[config.mk]
export PLATFORM = sky130hd
export DESIGN_NAME = pwm_edge_chan
export DESIGN_NICKNAME = d
export VERILOG_FILES = /design/src/rtl/pwm_edge_pkg.sv /design/src/rtl/pwm_edge_cfg.sv /design/src/rtl/pwm_edge_cmp.sv /design/src/rtl/pwm_edge_chan.sv
export SDC_FILE = /design/constraint.sdc
export NUM_CORES = 1
export LEC_CHECK = 0
export CORE_ASPECT_RATIO = 1.5
export CORE_MARGIN = 2
export CORE_UTILIZATION = 57
export DETAILED_ROUTE_END_ITERATION = 8
export GPL_TIMING_DRIVEN = 0
export PLACE_DENSITY = 0.77
export SYNTH_ARGS = -nofsm -noshare
export SYNTH_HDL_FRONTEND = slang
export SYNTH_HIERARCHICAL = 1
export SYNTH_SLANG_ARGS = --single-unit
[constraint.sdc]
create_clock -name clk -period 8.1 [get_ports clk]
set_input_delay 1.62 -clock clk [delete_from_list [all_inputs] [get_ports clk]]
set_output_delay 1.62 -clock clk [all_outputs]
set_load 0.02 [all_outputs]
[src/rtl/pwm_edge_pkg.sv]
package pwm_edge_pkg;
  localparam int TB_W = 16;

  typedef enum logic [1:0] {
    SEL_DUTY  = 2'd0,
    SEL_PHASE = 2'd1,
    SEL_POL   = 2'd2,
    SEL_NONE  = 2'd3
  } reg_sel_e;
endpackage

[src/rtl/pwm_edge_cfg.sv]
module pwm_edge_cfg #(
  parameter int W = pwm_edge_pkg::TB_W
) (
  input  logic         clk,
  input  logic         rst_n,
  input  logic         wr_en,
  input  logic [1:0]   wr_sel,
  input  logic [W-1:0] wr_data,
  input  logic         tb_wrap,
  output logic [W-1:0] eff_duty,
  output logic [W-1:0] eff_phase,
  output logic         eff_low,
  output logic         act_low
);
  import pwm_edge_pkg::*;

  logic [W-1:0] shd_duty, shd_phase, act_duty, act_phase;
  logic         shd_low;

  always_ff @(posedge clk) begin
    if (!rst_n) begin
      shd_duty  <= '0;
      shd_phase <= '0;
      shd_low   <= 1'b0;
      act_duty  <= '0;
      act_phase <= '0;
      act_low   <= 1'b0;
    end else begin
      if (wr_en) begin
        case (reg_sel_e'(wr_sel))
          SEL_DUTY:  shd_duty  <= wr_data;
          SEL_PHASE: shd_phase <= wr_data;
          SEL_POL:   shd_low   <= wr_data[0];
          default:   ;
        endcase
      end
      if (tb_wrap) begin
        act_duty  <= shd_duty;
        act_phase <= shd_phase;
        act_low   <= shd_low;
      end
    end
  end

  // The period that opens at this edge already uses the shadow values.
  assign eff_duty  = tb_wrap ? shd_duty  : act_duty;
  assign eff_phase = tb_wrap ? shd_phase : act_phase;
  assign eff_low   = tb_wrap ? shd_low   : act_low;


  act_hold_chk: assert property (@(posedge clk) disable iff (!rst_n)
    !tb_wrap |=> ($stable(act_duty) && $stable(act_phase) && $stable(act_low)));


  wr_wrap_chk: assert property (@(posedge clk) disable iff (!rst_n)
    (tb_wrap && wr_en) |=> (act_duty == $past(shd_duty) && act_phase == $past(shd_phase)
                            && act_low == $past(shd_low)));
endmodule

[src/rtl/pwm_edge_cmp.sv]
module pwm_edge_cmp #(
  parameter int W = pwm_edge_pkg::TB_W
) (
  input  logic         clk,
  input  logic         rst_n,
  input  logic [W-1:0] tb_count,
  input  logic [W-1:0] tb_period,
  input  logic         tb_wrap,
  input  logic [W-1:0] duty,
  input  logic [W-1:0] phase,
  output logic         on_q
);
  logic [W:0] trail, lim;
  logic       on_nxt;

  assign trail  = {1'b0, phase} + {1'b0, duty};
  // Clamp the trailing edge at the period so the pulse never spills over.
  assign lim    = (trail > {1'b0, tb_period}) ? {1'b0, tb_period} : trail;
  assign on_nxt = (duty != '0) && (tb_count >= phase) && ({1'b0, tb_count} < lim);

  always_ff @(posedge clk) begin
    if (!rst_n) on_q <= 1'b0;
    else        on_q <= on_nxt;
  end


  no_spill_chk: assert property (@(posedge clk) disable iff (!rst_n)
    (tb_wrap && phase != '0) |=> !on_q);


  zero_duty_chk: assert property (@(posedge clk) disable iff (!rst_n)
    (duty == '0) |=> !on_q);
endmodule

[src/rtl/pwm_edge_chan.sv]
module pwm_edge_chan #(
  parameter int W = pwm_edge_pkg::TB_W
) (
  input  logic         clk,
  input  logic         rst_n,
  input  logic [W-1:0] tb_count,
  input  logic         tb_wrap,
  input  logic [W-1:0] tb_period,
  input  logic         wr_en,
  input  logic [1:0]   wr_sel,
  input  logic [W-1:0] wr_data,
  output logic         pwm_out
);
  logic [W-1:0] eff_duty, eff_phase;
  logic         eff_low, act_low, on_q;

  pwm_edge_cfg #(.W(W)) u_cfg (
    .clk       (clk),
    .rst_n     (rst_n),
    .wr_en     (wr_en),
    .wr_sel    (wr_sel),
    .wr_data   (wr_data),
    .tb_wrap   (tb_wrap),
    .eff_duty  (eff_duty),
    .eff_phase (eff_phase),
    .eff_low   (eff_low),
    .act_low   (act_low)
  );

  pwm_edge_cmp #(.W(W)) u_cmp (
    .clk       (clk),
    .rst_n     (rst_n),
    .tb_count  (tb_count),
    .tb_period (tb_period),
    .tb_wrap   (tb_wrap),
    .duty      (eff_duty),
    .phase     (eff_phase),
    .on_q      (on_q)
  );

  assign pwm_out = on_q ^ act_low;


  cnt_range_chk: assert property (@(posedge clk) disable iff (!rst_n)
    (tb_count < tb_period) && (tb_period >= 2));


  wrap_zero_chk: assert property (@(posedge clk) disable iff (!rst_n)
    tb_wrap |-> (tb_count == '0));


  pol_idle_chk: assert property (@(posedge clk) disable iff (!rst_n)
    (tb_wrap && eff_duty == '0) |=> (pwm_out == $past(eff_low)));
endmodule

==> impl.org, run 1 <==
** Synthesis
- Sequential cells were found to cover between 20 and 30% of the synthesized design area.
- In the synthesized netlist the async set-or-reset flop fraction comes to 0%.
- Number of flip-flops and latches in the synthesized netlist :: between 60 and 70
- Syn Inst Count :: between 500 and 600
- Synthesized cell area :: approximately 4900 um^2
- After synthesis, the most frequently instantiated cells are sky130_fd_sc_hd__dfxtp_1, sky130_fd_sc_hd__ha_1, sky130_fd_sc_hd__nand2_1.
- Yosys attributes the largest share of cell area to sky130_fd_sc_hd__dfxtp_1, sky130_fd_sc_hd__ha_1, sky130_fd_sc_hd__mux2_4, sky130_fd_sc_hd__mux2i_1, sky130_fd_sc_hd__and2_1.
- Syn_nets :: 652
- In the post-synthesis netlist, the cell with the most instances is sky130_fd_sc_hd__dfxtp_1.
- Flip-flop cell with the highest count after synthesis :: sky130_fd_sc_hd__dfxtp_1
- Of the post-synthesis cell area, the dominant cell type holds between 20% and 30%.
- In this run, synthesis inferred 0 flip-flops with an integrated enable.
- Dividing the synthesized area by the synthesized cell count gives 9.26 um^2.
- Yosys printed 6 warnings.
- Area leader, netlist :: sky130_fd_sc_hd__dfxtp_1
- Number of library cell types mapped by synthesis :: 54

** Die
- The floorplan step defined a die boundary enclosing 9450 um^2.
- Height of the chip :: roughly 120 um
- Starting Density :: roughly three fifths
- I/O pin count :: 55
- The total area inside the core boundary comes to around 8400 um^2.
- Std cell rows :: approximately 40
- In this run the horizontal extent of the chip is approximately 80 um.

** Setup path
- Master of the slowest instance on the critical path :: sky130_fd_sc_hd__a2111oi_1
- Worst-path fanout max :: 10
- In this design, the critical path's most frequently occurring cell is sky130_fd_sc_hd__ha_1.
- Kind of end point of the critical path :: register
- Endpoint arrival time on the critical path :: between 7 and 8 ns
- Startpoint type of the worst setup path :: primary input
- For the worst setup path, the data required time is between 8 and 9 ns.
- On the worst path, the slowest cell contributes a delay of 0.46 ns.
- By startpoint and endpoint, the worst setup path is classified as in2reg.

** Cells and area
- ANT cells :: 0
- Count of nets after finishing :: 716
- In the final layout, the share of cells above drive strength 1 is a little over an eighth.
- Fill count :: 684
- After routing the design area is a little under 6000 um^2.
- From synthesis to final layout, the design area changed by 19.3%.

** GRT
- Summed over all layers, the global routing overflow is 0.
- Via count of the first global-routing pass :: about 4,200
- Pin count of the biggest net entering global routing :: 11
- The first global-routing pass estimated around 19 mm of wire.
- Antenna violations before repair :: 0
- In the global route stage, overall resource usage came out at 25.6%.

** Clock tree
- Clock edge transition at the registers on the reported setup and hold paths :: approximately 0.050 ns
- Number of buffers on the longest clock path :: 2
- Clock latency on the worst-skew pair, taken at its later pin, is 0.32 ns.
- H-Tree Level Count :: 3
- CTS saw 67 sinks.
- CTS tree :: done
- Total CTS buffers :: 9
- Clock root buffer :: sky130_fd_sc_hd__clkbuf_16

** Power and ir drop
- Net switching is 24.7% of the power.
- Per report_power, the combinational group accounts for approximately a fifth of the total.
- VDD sags by at most 0.000133 V.
- Sum of internal, switching and leakage power :: about 0.89 mW
- Internal power :: about 0.67 mW
- The share of total power dissipated in the clock network is 41.5%.
- Net switching power of the design :: 0.220 mW
- In this run the static leakage power is approximately 2.7 nW.
- Of the total power, registers draw a little under 40%.
- Power per cell area :: approximately 150 nW/um^2

** Detailed routing
- First drt pass iteration count :: 4
- Detailed-route wire length per cell :: approximately 16 um
- For this block, the via count after detailed routing is between 4,000 and 5,000.
- DRC :: 0
- Number of DRC violations after detailed-routing iteration 0 :: between 200 and 250
- Once detail routing completed, the nets flagged for antenna violations numbered 0.
- In the routed layout, each cell is associated on average with a via count of 5.67.
- WL final :: ~12 mm

** Timing
- Setup repair after global routing left no endpoint under its margin.
- Final Hold Viols :: 0
- Transition time at the pin with the least slew margin :: 0.503 ns
- The worst path uses between 90 and 100% of the clock period.
- Final setup violation count :: 0
- Post-Route Setup TNS :: 0 ns
- Based on the critical path, the design can be clocked at up to 129 MHz.
- Tmin final :: 7.74 ns
- Clock skew on the completed layout was measured at roughly 0.0045 ns.
- The number of pins exceeding their max-slew limit in the final report was 0.
- Relative slew margins :: 66.0%

** Placed design
- Dpl hpwl :: between 9 and 10 mm
- Instance area at placement :: about 5600 um^2
- Port-buffer cells :: 53
- At the end of routability-driven placement, the weighted congestion stood at between 0.9 and 1.

** Job
- Across the run, the number of max-cap violations was 0.

** Outcome
- Status :: finished, final reports clean

** Min path
- Type of the worst min-delay path :: reg2reg
-- state kept, by name (all words and copies together) (netlist names) --
name / flops
u_cfg/act_low: 1
u_cmp/on_q: 1
u_cfg/act_phase: 16
u_cfg/shd_phase: 16
u_cfg/shd_duty: 16
u_cfg/act_duty: 16
u_cfg/shd_low: 1
-- metal layers --
| layer | vias up | part of all wire [%] | global-route usage [%] |
|---|---|---|---|
| met4 | 0 | 3.2 | 11.3 |
| met2 | 87 | 53 | 46.7 |
| li1 | 2018 | - | - |
| met5 | - | 0 | 0 |
| met1 | 1890 | 40 | 28.0 |
| met3 | 22 | 3.6 | 4.37 |
-- cells by family after synthesis --
logic type / synth area share, %
mux: 16.7
fa+ha+maj: 16.3
buf+inv: 7.26
xor+xnor: 2.12
flops: 27.1
compound gates: 15.7
simple gates: 14.8
-- layout by cell type, fill, tap and decap left out, types with 4 or more instances in the layout --
cell / netlist / final
sky130_fd_sc_hd__a211oi_1: 4 / 4
sky130_fd_sc_hd__a21o_1: 18 / 18
sky130_fd_sc_hd__a21oi_1: 39 / 39
sky130_fd_sc_hd__a21oi_2: 10 / 10
sky130_fd_sc_hd__and2_1: 35 / 35
sky130_fd_sc_hd__buf_2: 8 / 8
sky130_fd_sc_hd__clkbuf_1: 6 / 7
sky130_fd_sc_hd__clkbuf_16: 0 / 9
sky130_fd_sc_hd__clkdlybuf4s50_1: 0 / 53
sky130_fd_sc_hd__dfxtp_1: 67 / 67
sky130_fd_sc_hd__ha_1: 63 / 63
sky130_fd_sc_hd__inv_1: 44 / 44
sky130_fd_sc_hd__mux2_4: 30 / 30
sky130_fd_sc_hd__mux2i_1: 34 / 34
sky130_fd_sc_hd__nand2_1: 54 / 54
sky130_fd_sc_hd__nand3_1: 6 / 6
sky130_fd_sc_hd__nand4_1: 8 / 8
sky130_fd_sc_hd__nor2_1: 12 / 12
sky130_fd_sc_hd__nor3_1: 11 / 11
sky130_fd_sc_hd__nor4_1: 6 / 6
sky130_fd_sc_hd__o21a_1: 6 / 6
sky130_fd_sc_hd__o21ai_0: 9 / 9
sky130_fd_sc_hd__xnor2_1: 6 / 6
sky130_fd_sc_hd__xor2_1: 6 / 6
-- through the flow --
step	util [%]	cells	hold slack, ns	setup WS (ns)
global route	70.2	708	0.484	0.00291
finish	70.2	708	0.455	0.361
detailed placement	66.7	694	0.451	0.0764
floorplan	-	534	0.431	1.05
CTS	70.0	708	0.458	0.369
global placement	66.7	694	0.444	0.213
-- critical path, delay by kind of cell --
| family | cells | cell delay (ns) |
|---|---|---|
| AOI/OAI and AO/OA | 13 | 3.25 |
| adders and majority gates | 4 | 0.98 |
| buffers and inverters | 5 | 0.67 |
| muxes | 1 | 0.32 |
| and+or+nand+nor | 7 | 1.11 |
-- area by class of cell --
type	count	area (um^2)	share of cell area (%)
multi-input cells	400	3250	55.1
flip-flops and latches	67	1340	22.7
repair buffers	53	531	8.99
clock buffers	11	243	4.11
plain buffers	23	194	3.29
inverters	44	165	2.80
well taps	107	134	2.27
clock inverters	3	40.0	0.678
-- timing repair --
item	4_1_cts	5_1_grt
endpoints found under the setup margin	0	1
buffers inserted	0	0
gates resized for setup	0	2
hold buffers	0	0
-- worst paths after layout --
check / from / endpoint / slack (ns) / depth (start not counted)
worst min register to register: u_cfg/shd_duty[15]$_SDFFE_PN0P_ / u_cfg/shd_duty[15]$_SDFFE_PN0P_ / 0.46 / 2
worst max-delay path: tb_wrap / u_cmp/on_q$_SDFF_PN0_ / 0.36 / 30
worst max register to register: u_cfg/shd_duty[0]$_SDFFE_PN0P_ / u_cmp/on_q$_SDFF_PN0_ / 1.70 / 28
worst min-delay path: u_cfg/shd_duty[15]$_SDFFE_PN0P_ / u_cfg/shd_duty[15]$_SDFFE_PN0P_ / 0.46 / 2
-- power groups by stage --
stage               clock, mW  sequential (mW)  combinational, mW
floorplan                   0            0.348              0.115
CTS                     0.374            0.344              0.175
detailed placement          0            0.350              0.174
global route            0.390            0.344              0.196
finish                  0.368            0.344              0.176
global placement            0            0.350              0.168
Power figures use the tool's default switching activity.
==> inputs of run 2 (changes only) <==
--- a/config.mk
+++ b/config.mk
@@ -7,10 +7,11 @@
 export LEC_CHECK = 0
 export CORE_ASPECT_RATIO = 1.5
 export CORE_MARGIN = 2
-export CORE_UTILIZATION = 57
+export CORE_UTILIZATION = 56
 export DETAILED_ROUTE_END_ITERATION = 8
 export GPL_TIMING_DRIVEN = 0
-export PLACE_DENSITY = 0.77
+export PLACE_DENSITY = 0.75
+export REMOVE_ABC_BUFFERS = 1
 export SYNTH_ARGS = -nofsm -noshare
 export SYNTH_HDL_FRONTEND = slang
 export SYNTH_HIERARCHICAL = 1
==> constraint.sdc (replaced) <==
create_clock -name clk -period 8.1 [get_ports clk]
set_input_delay 1.62 -clock clk [delete_from_list [all_inputs] [get_ports clk]]
set_output_delay 1.62 -clock clk [all_outputs]
set_load 0.1 [all_outputs]
==> impl.org, run 2 (synthesized netlist as in run 1, its figures left out) <==
** Setup path
- Endpoint arrival time on the critical path :: 7.99 ns (+0.04 ns)
- The worst setup path is of the in2reg kind.
- Startpoint type of the worst setup path :: primary input
- The worst register-to-register path begins at u_cfg/shd_duty[0]$_SDFFE_PN0P_.
- Worst-path fanout max :: 29 (+19)
- Kind of end point of the critical path :: register
- The cell count of the worst reg-to-reg path came to 27 (-3.6%).
- The largest individual stage delay along the critical path comes from the cell sky130_fd_sc_hd__a2111oi_0.
- The delay of the slowest cell on the worst path was 0.44 ns (-0.02 ns).
- The worst register-to-register path ends at u_cmp/on_q$_SDFF_PN0_.
- The worst path required time was 8.33 ns (+0.02 ns).
- The register-to-register path setup slack is 1.87 ns (+0.17 ns).

** Cells and area
- Highest-count cells in the layout ignoring fill and taps :: sky130_fd_sc_hd__dfxtp_1, sky130_fd_sc_hd__ha_1, sky130_fd_sc_hd__nand2_1, sky130_fd_sc_hd__clkdlybuf4s50_1, sky130_fd_sc_hd__inv_1
- Leaving out fill and tap cells, the most frequent cell in the layout is sky130_fd_sc_hd__dfxtp_1.
- The non-filler instance count after layout came to 699 (-1.3%).
- Layout Cell Area excl Fill :: 5820 um^2 (-1.4%)
- ANT cells :: 0 (unchanged)
- Layout area overhead :: 17.6%
- Layout cell share with drive strength beyond 1 :: 12.9% (-0.41 points)
- The net total in the final layout came to 703 (-1.8%).

** Clock tree
- The number of buffers inserted for hold repair after clock tree synthesis came to 0 (unchanged).
- TritonCTS built the clock tree.
- The number of buffers between clock root and the deepest sink was 2 (unchanged).
- The number of CTS-inserted buffers was 9 (unchanged).
- Clk sinks :: 67 (unchanged)
- Clock edge transition at the registers on the reported setup and hold paths :: 0.05 ns (about the same)
- Clock root buffer :: sky130_fd_sc_hd__clkbuf_16
- H-Tree Level Count :: 3 (unchanged)
- The clock latency of the later-clocked register in the worst-skew pair was 0.33 ns (about the same).

** Timing
- Final setup violation count :: 0 (unchanged)
- The post-route clock period utilization came to 95.8% (+0.23 points).
- The worst slew margin relative to its limit is 19.9% (-46 points).
- Setup repair after global routing missed its margin :: no
- Maximum achievable frequency :: 129 MHz (-0.24%)
- Post-Route Setup TNS :: 0 ns (unchanged)
- The worst clock skew on the final layout came to 0.00565 ns (+0.00111 ns).
- Final Max Slew Viols :: 0 (unchanged)
- Tmin final :: 7.76 ns (+0.0182 ns)
- Final Hold Viols :: 0 (unchanged)
- Transition time at the pin with the least slew margin :: 1.20 ns (+0.695 ns)

** Placed design
- Dpl hpwl :: 8.26 mm (-12%)
- Instance area at placement :: 5490 um^2 (-2.2%)
- The count of buffers from port buffering was 54 (+1.9%).
- Inst Count DP :: 679 (-2.2%)
- GP Congestion :: 0.842 (-6.8%)

** Die
- The die width is 80.7 um (+0.85%).
- Starting Density :: 56.7% (-2.1 points)
- Area of the core region :: 8720 um^2 (+3.7%)
- The number of standard-cell rows in the floorplan is 42 (+2.4%).
- Height of the chip :: 119 um (+0.86%)
- Area enclosed by the die boundary :: 9620 um^2 (+1.7%)
- I/O pin count :: 55 (unchanged)

** GRT
- The initial antenna violation count came to 0 (unchanged).
- Pin count of the biggest net entering global routing :: 69 (+58)
- Global-route congestion overflow total :: 0 (unchanged)
- The wire length of the first global-routing pass is 17.7 mm (-7.2%).
- The total global routing track utilization was 23.3% (-2.3 points).
- The number of global-route vias before repair was 4,001 (-4.9%).

** Detailed routing
- The post-route antenna net violation count came to 0 (unchanged).
- The final wirelength is 10.6 mm (-9.2%).
- DRC :: 0 (unchanged)
- Total number of vias :: 3,911 (-2.6%)
- Number of DRC violations after detailed-routing iteration 0 :: 174 (-16%)
- Detailed-route wire length per cell :: 15.1 um (-8.0%)
- The detail-routed via count per cell came to 5.60 (-1.4%).
- First drt pass iteration count :: 4 (unchanged)

** Job
- # Max-Cap Violations :: 0 (unchanged)

** Power and ir drop
- Max rail drop VDD :: 0.000190 V (+43%)
- The leakage power total is 2.69 nW (-1.6%).
- The power density over cell area is 151 nW/um^2 (+0.33%).

** Min path
- Destination of the worst hold path :: u_cfg/shd_duty[13]$_SDFFE_PN0P_
- Worst hold start :: u_cfg/shd_duty[13]$_SDFFE_PN0P_
- The depth of the worst hold-timing path came to 2 (unchanged).
- The worst hold path belongs to the class reg2reg.

** Outcome
- Status :: finished, final reports clean
## run 2: changes by cell type in the layout (fill, tap and decap cells not counted), moves of 2 or more
cell | before | now
sky130_fd_sc_hd__buf_2 | 8 | 2
sky130_fd_sc_hd__buf_4 | 1 | 5
sky130_fd_sc_hd__clkbuf_1 | 7 | 3
sky130_fd_sc_hd__buf_8 | 2 | 0
## run 2: layout make-up
| cell class | instances | area [um^2] |
|---|---|---|
| clock inverters | 3 | 40.0 |
| repair buffers | 63 | 631 |
| clock buffers | 12 | 236 |
| inverters | 44 | 165 |
| well taps | 110 | 138 |
| fillers | 739 | 2910 |
| flip-flops and latches | 67 | 1340 |
| multi-input cells | 400 | 3270 |
## run 2: worst max-delay path by stage
stage | slack, ns | cells after the start | to | startpoint
floorplan | 0.90 | 26 | u_cmp/on_q$_SDFF_PN0_ | tb_wrap
global placement | -2.28 | 27 | u_cmp/on_q$_SDFF_PN0_ | tb_wrap
detailed placement | -0.80 | 28 | u_cmp/on_q$_SDFF_PN0_ | tb_wrap
CTS | 0.08 | 28 | u_cmp/on_q$_SDFF_PN0_ | tb_wrap
global route | 0.01 | 28 | u_cmp/on_q$_SDFF_PN0_ | tb_wrap
finish | 0.34 | 29 | u_cmp/on_q$_SDFF_PN0_ | tb_wrap
## run 2: power by group
group,internal (mW),switching (mW),total (mW)
clock network,0.235,0.127,0.362
logic,0.0859,0.0880,0.174
registers,0.339,0.00383,0.343
## run 2: stage by stage
stage               total power, mW  worst slack (ns)  utilization [%]  hold WS [ns]
finish                        0.878             0.343             66.7         0.456
CTS                           0.882            0.0797             66.2         0.460
floorplan                     0.450             0.896                -         0.431
global placement              0.511             -2.28             62.2         0.443
detailed placement            0.518            -0.801             62.9         0.449
global route                  0.920           0.00980             66.7         0.473
## run 2: timing repair
| action | 4_1_cts | 5_1_grt |
|---|---|---|
| pin swaps | 0 | 1 |
| buffers inserted | 0 | 5 |
| gates resized for setup | 3 | 1 |
| cloned | 0 | 0 |
| endpoints found under the hold margin | 0 | 0 |
| setup endpoints to repair | 1 | 1 |
## run 2: worst max-delay path: cells and delay by family
kind / cells / cell delay (ns)
and+or+nand+nor: 4 / 0.81
AOI/OAI and AO/OA: 16 / 3.43
muxes: 1 / 0.35
adders and majority gates: 4 / 1.03
buffers and inverters: 4 / 0.70
## run 2: metal layers
metal	vias to the layer above	routed length (um)	GRT usage (%)
met1	1836	4520	26.2
met2	66	5460	43.0
met3	16	340	3.71
met5	-	0	0
li1	1993	-	-
met4	0	229	8.37
==> inputs of run 3 (changes only) <==
--- a/config.mk
+++ b/config.mk
@@ -8,6 +8,7 @@
 export CORE_ASPECT_RATIO = 1.5
 export CORE_MARGIN = 2
 export CORE_UTILIZATION = 56
+export CTS_BUF_LIST = sky130_fd_sc_hd__clkbuf_4 sky130_fd_sc_hd__clkbuf_8 sky130_fd_sc_hd__clkbuf_16
 export DETAILED_ROUTE_END_ITERATION = 8
 export GPL_TIMING_DRIVEN = 0
 export PLACE_DENSITY = 0.75
==> impl.org, run 3 (synthesized netlist as in run 1, its figures left out) <==
** Outcome
- The run finished with clean final reports.

** Detailed routing
- The wire length per cell came to 15.2 um (+0.34%).
- The detail-routed via count per cell was 5.59 (-0.13%).
- First drt pass iteration count :: 4 (unchanged)
- The post-route antenna net violation count came to 0 (unchanged).
- Number of DRC violations after detailed-routing iteration 0 :: 192 (+10%)
- The remaining design rule violation count came to 0 (unchanged).
- WL final :: 10.6 mm (+0.34%)
- Total number of vias :: 3,906 (-0.13%)

** Timing
- The setup slack of the critical path after layout was 0.323 ns (-0.0198 ns).
- Tmin final :: 7.78 ns (+0.0198 ns)
- The post-route clock period utilization was 96.0% (+0.24 points).
- Maximum achievable frequency :: 129 MHz (-0.26%)
- The number of pins exceeding their max-slew limit in the final report was 0 (unchanged).
- The actual slew at the worst max-slew pin came to 1.19 ns (-0.0116 ns).
- The worst clock skew on the final layout came to 0.00655 ns (+0.000896 ns).
- The count of endpoints failing hold in the final timing report was 0 (unchanged).
- The worst slew margin relative to its limit came to 20.7% (+0.77 points).
- The worst hold slack across all endpoints came to 0.456 ns (+0.000195 ns).
- Setup repair after global routing missed its margin :: no
- The setup violation total in the final timing report came to 0 (unchanged).

** Setup path
- The arrival time at the worst endpoint came to 8.00 ns (about the same).
- Master of the slowest instance on the critical path :: sky130_fd_sc_hd__a2111oi_0
- The worst setup path is captured at a register.
- Critical Setup Path Class :: in2reg
- The largest fanout on the critical path was 29 (unchanged).
- The delay of the slowest cell on the worst path was 0.45 ns (about the same).
- The count of buffer and inverter cells on the critical path is 4 (unchanged).
- Top delay family on crit path :: compound AO/OA/AOI/OAI gates
- Crit path required time :: 8.33 ns (about the same)
- Startpoint type of the worst setup path :: primary input

** Clock tree
- The number of buffers between clock root and the deepest sink came to 2 (unchanged).
- Clock root buffer :: sky130_fd_sc_hd__clkbuf_16
- Clock latency reported for the late side of the worst-skew pair :: 0.33 ns (about the same)
- Clock edge transition at the registers on the reported setup and hold paths :: 0.05 ns (about the same)
- CTS tree :: done
- Total CTS buffers :: 9 (unchanged)
- The sink count of the clock tree was 67 (unchanged).
- The number of H-tree branching levels is 3 (unchanged).

** Power and ir drop
- The overall power of the completed layout is 0.888 mW (+1.1%).
- Power per cell area :: 152 nW/um^2 (+0.93%)
- The part of the power in registers was 38.6% (-0.4 points).
- The maximum VDD drop is 0.000190 V (about the same).
- The total internal power is 0.670 mW (+1.5%).
- Combinational fraction of design power :: 19.6% (-0.2 points)
- Leakage dissipation :: 2.70 nW (+0.38%)
- The part of the power in the clock network came to 41.8% (+0.6 points).
- Switching part of the total :: 24.6% (-0.29 points)
- The net switching power is 0.218 mW (about the same).

** Placed design
- The HPWL after detailed placement is 8.26 mm (unchanged).
- The number of placed cells counting well taps was 679 (unchanged).
- Pre-CTS setup slack :: -0.801 ns (unchanged)
- The routability congestion estimate is 0.842 (unchanged).
- Instance area at placement :: 5490 um^2 (unchanged)
- The count of buffers from port buffering is 54 (unchanged).

** Die
- The I/O pin total came to 55 (unchanged).
- Height of the chip :: 119 um (unchanged)
- The number of standard-cell rows in the floorplan is 42 (unchanged).
- Die Width :: 80.7 um (unchanged)
- The die outline area is 9620 um^2 (unchanged).
- Starting Density :: 56.7% (unchanged)
- Area of the core region :: 8720 um^2 (unchanged)

** GRT
- The maximum number of pins on one net before global-route repair was 69 (unchanged).
- The total global routing track utilization was 23.2% (-0.093 points).
- Wire length of the first global-routing pass :: 17.7 mm (-0.43%)
- The total congestion overflow came to 0 (unchanged).
- The number of global-route vias before repair is 3,984 (-0.42%).
- Antenna violations before repair :: 0 (unchanged)

** Cells and area
- Layout cell share with drive strength beyond 1 :: 13.4% (+0.51 points)
- ANT cells :: 0 (unchanged)
- Layout area overhead :: 17.8%
- The library cell used most frequently in the layout, excluding fill and tap cells, is sky130_fd_sc_hd__dfxtp_1.
- The library cells used most frequently in the layout, excluding fill and tap cells, are sky130_fd_sc_hd__dfxtp_1, sky130_fd_sc_hd__ha_1, sky130_fd_sc_hd__nand2_1, sky130_fd_sc_hd__clkdlybuf4s50_1, sky130_fd_sc_hd__inv_1.
- The final cell area excluding filler cells is 5830 um^2 (+0.19%).
- The number of fillers in the final layout is 740 (+0.14%).
- The non-filler instance count after layout is 699 (unchanged).
- The net total in the final layout came to 703 (unchanged).

** Min path
- Type of the worst min-delay path :: reg2reg

** Job
- The count of max-cap constraint violations is 0 (unchanged).
run 3: routing by layer:
metal / track usage (%) / routed length (um)
met3: 3.71 / 331
met1: 26.1 / 4610
met4: 8.37 / 231
met2: 42.8 / 5420
met5: 0 / 0
run 3: worst paths after layout:
check                                  start                               to  slack [ns]  cells after the start
max                                  tb_wrap            u_cmp/on_q$_SDFF_PN0_        0.32                     29
min          u_cfg/shd_duty[13]$_SDFFE_PN0P_  u_cfg/shd_duty[13]$_SDFFE_PN0P_        0.46                      2
max reg2reg   u_cfg/shd_duty[0]$_SDFFE_PN0P_            u_cmp/on_q$_SDFF_PN0_        1.86                     27
min reg2reg  u_cfg/shd_duty[13]$_SDFFE_PN0P_  u_cfg/shd_duty[13]$_SDFFE_PN0P_        0.46                      2
run 3: metrics by stage:
step	utilization, %	setup TNS, ns
after global routing	66.8	0
final	66.8	0
after CTS	66.3	0
after detailed placement	62.9	-0.801
after floorplan	-	0
after global placement	62.2	-2.28
run 3: repair_timing:
| action | CTS | global route |
|---|---|---|
| hold buffers | 0 | 0 |
| pin swaps | 0 | 1 |
| gates resized for setup | 3 | 1 |
| setup endpoints to repair | 1 | 1 |
| setup buffers | 0 | 5 |
run 3: area by class of cell:
cell class,instances,area (um^2),area share (%)
clock buffer,12,248,4.25
clock inverter,3,40.0,0.687
inverter,44,165,2.83
multi-input combinational,400,3270,56.0
sequential,67,1340,23.0
tap,110,138,2.36
timing repair buffer,63,631,10.8
run 3: worst min-delay path, cell delays in order, from the launching register on:
cell and delay (ns):
sky130_fd_sc_hd__dfxtp_1 0.31, sky130_fd_sc_hd__nand2_1 0.05, sky130_fd_sc_hd__mux2i_1 0.05
run 3: power by group through the flow:
stage	combinational [mW]	clock [mW]	sequential [mW]
after floorplan	0.101	0	0.348
after global placement	0.162	0	0.349
after detailed placement	0.169	0	0.350
after CTS	0.171	0.379	0.343
after global routing	0.193	0.393	0.343
final	0.174	0.371	0.343
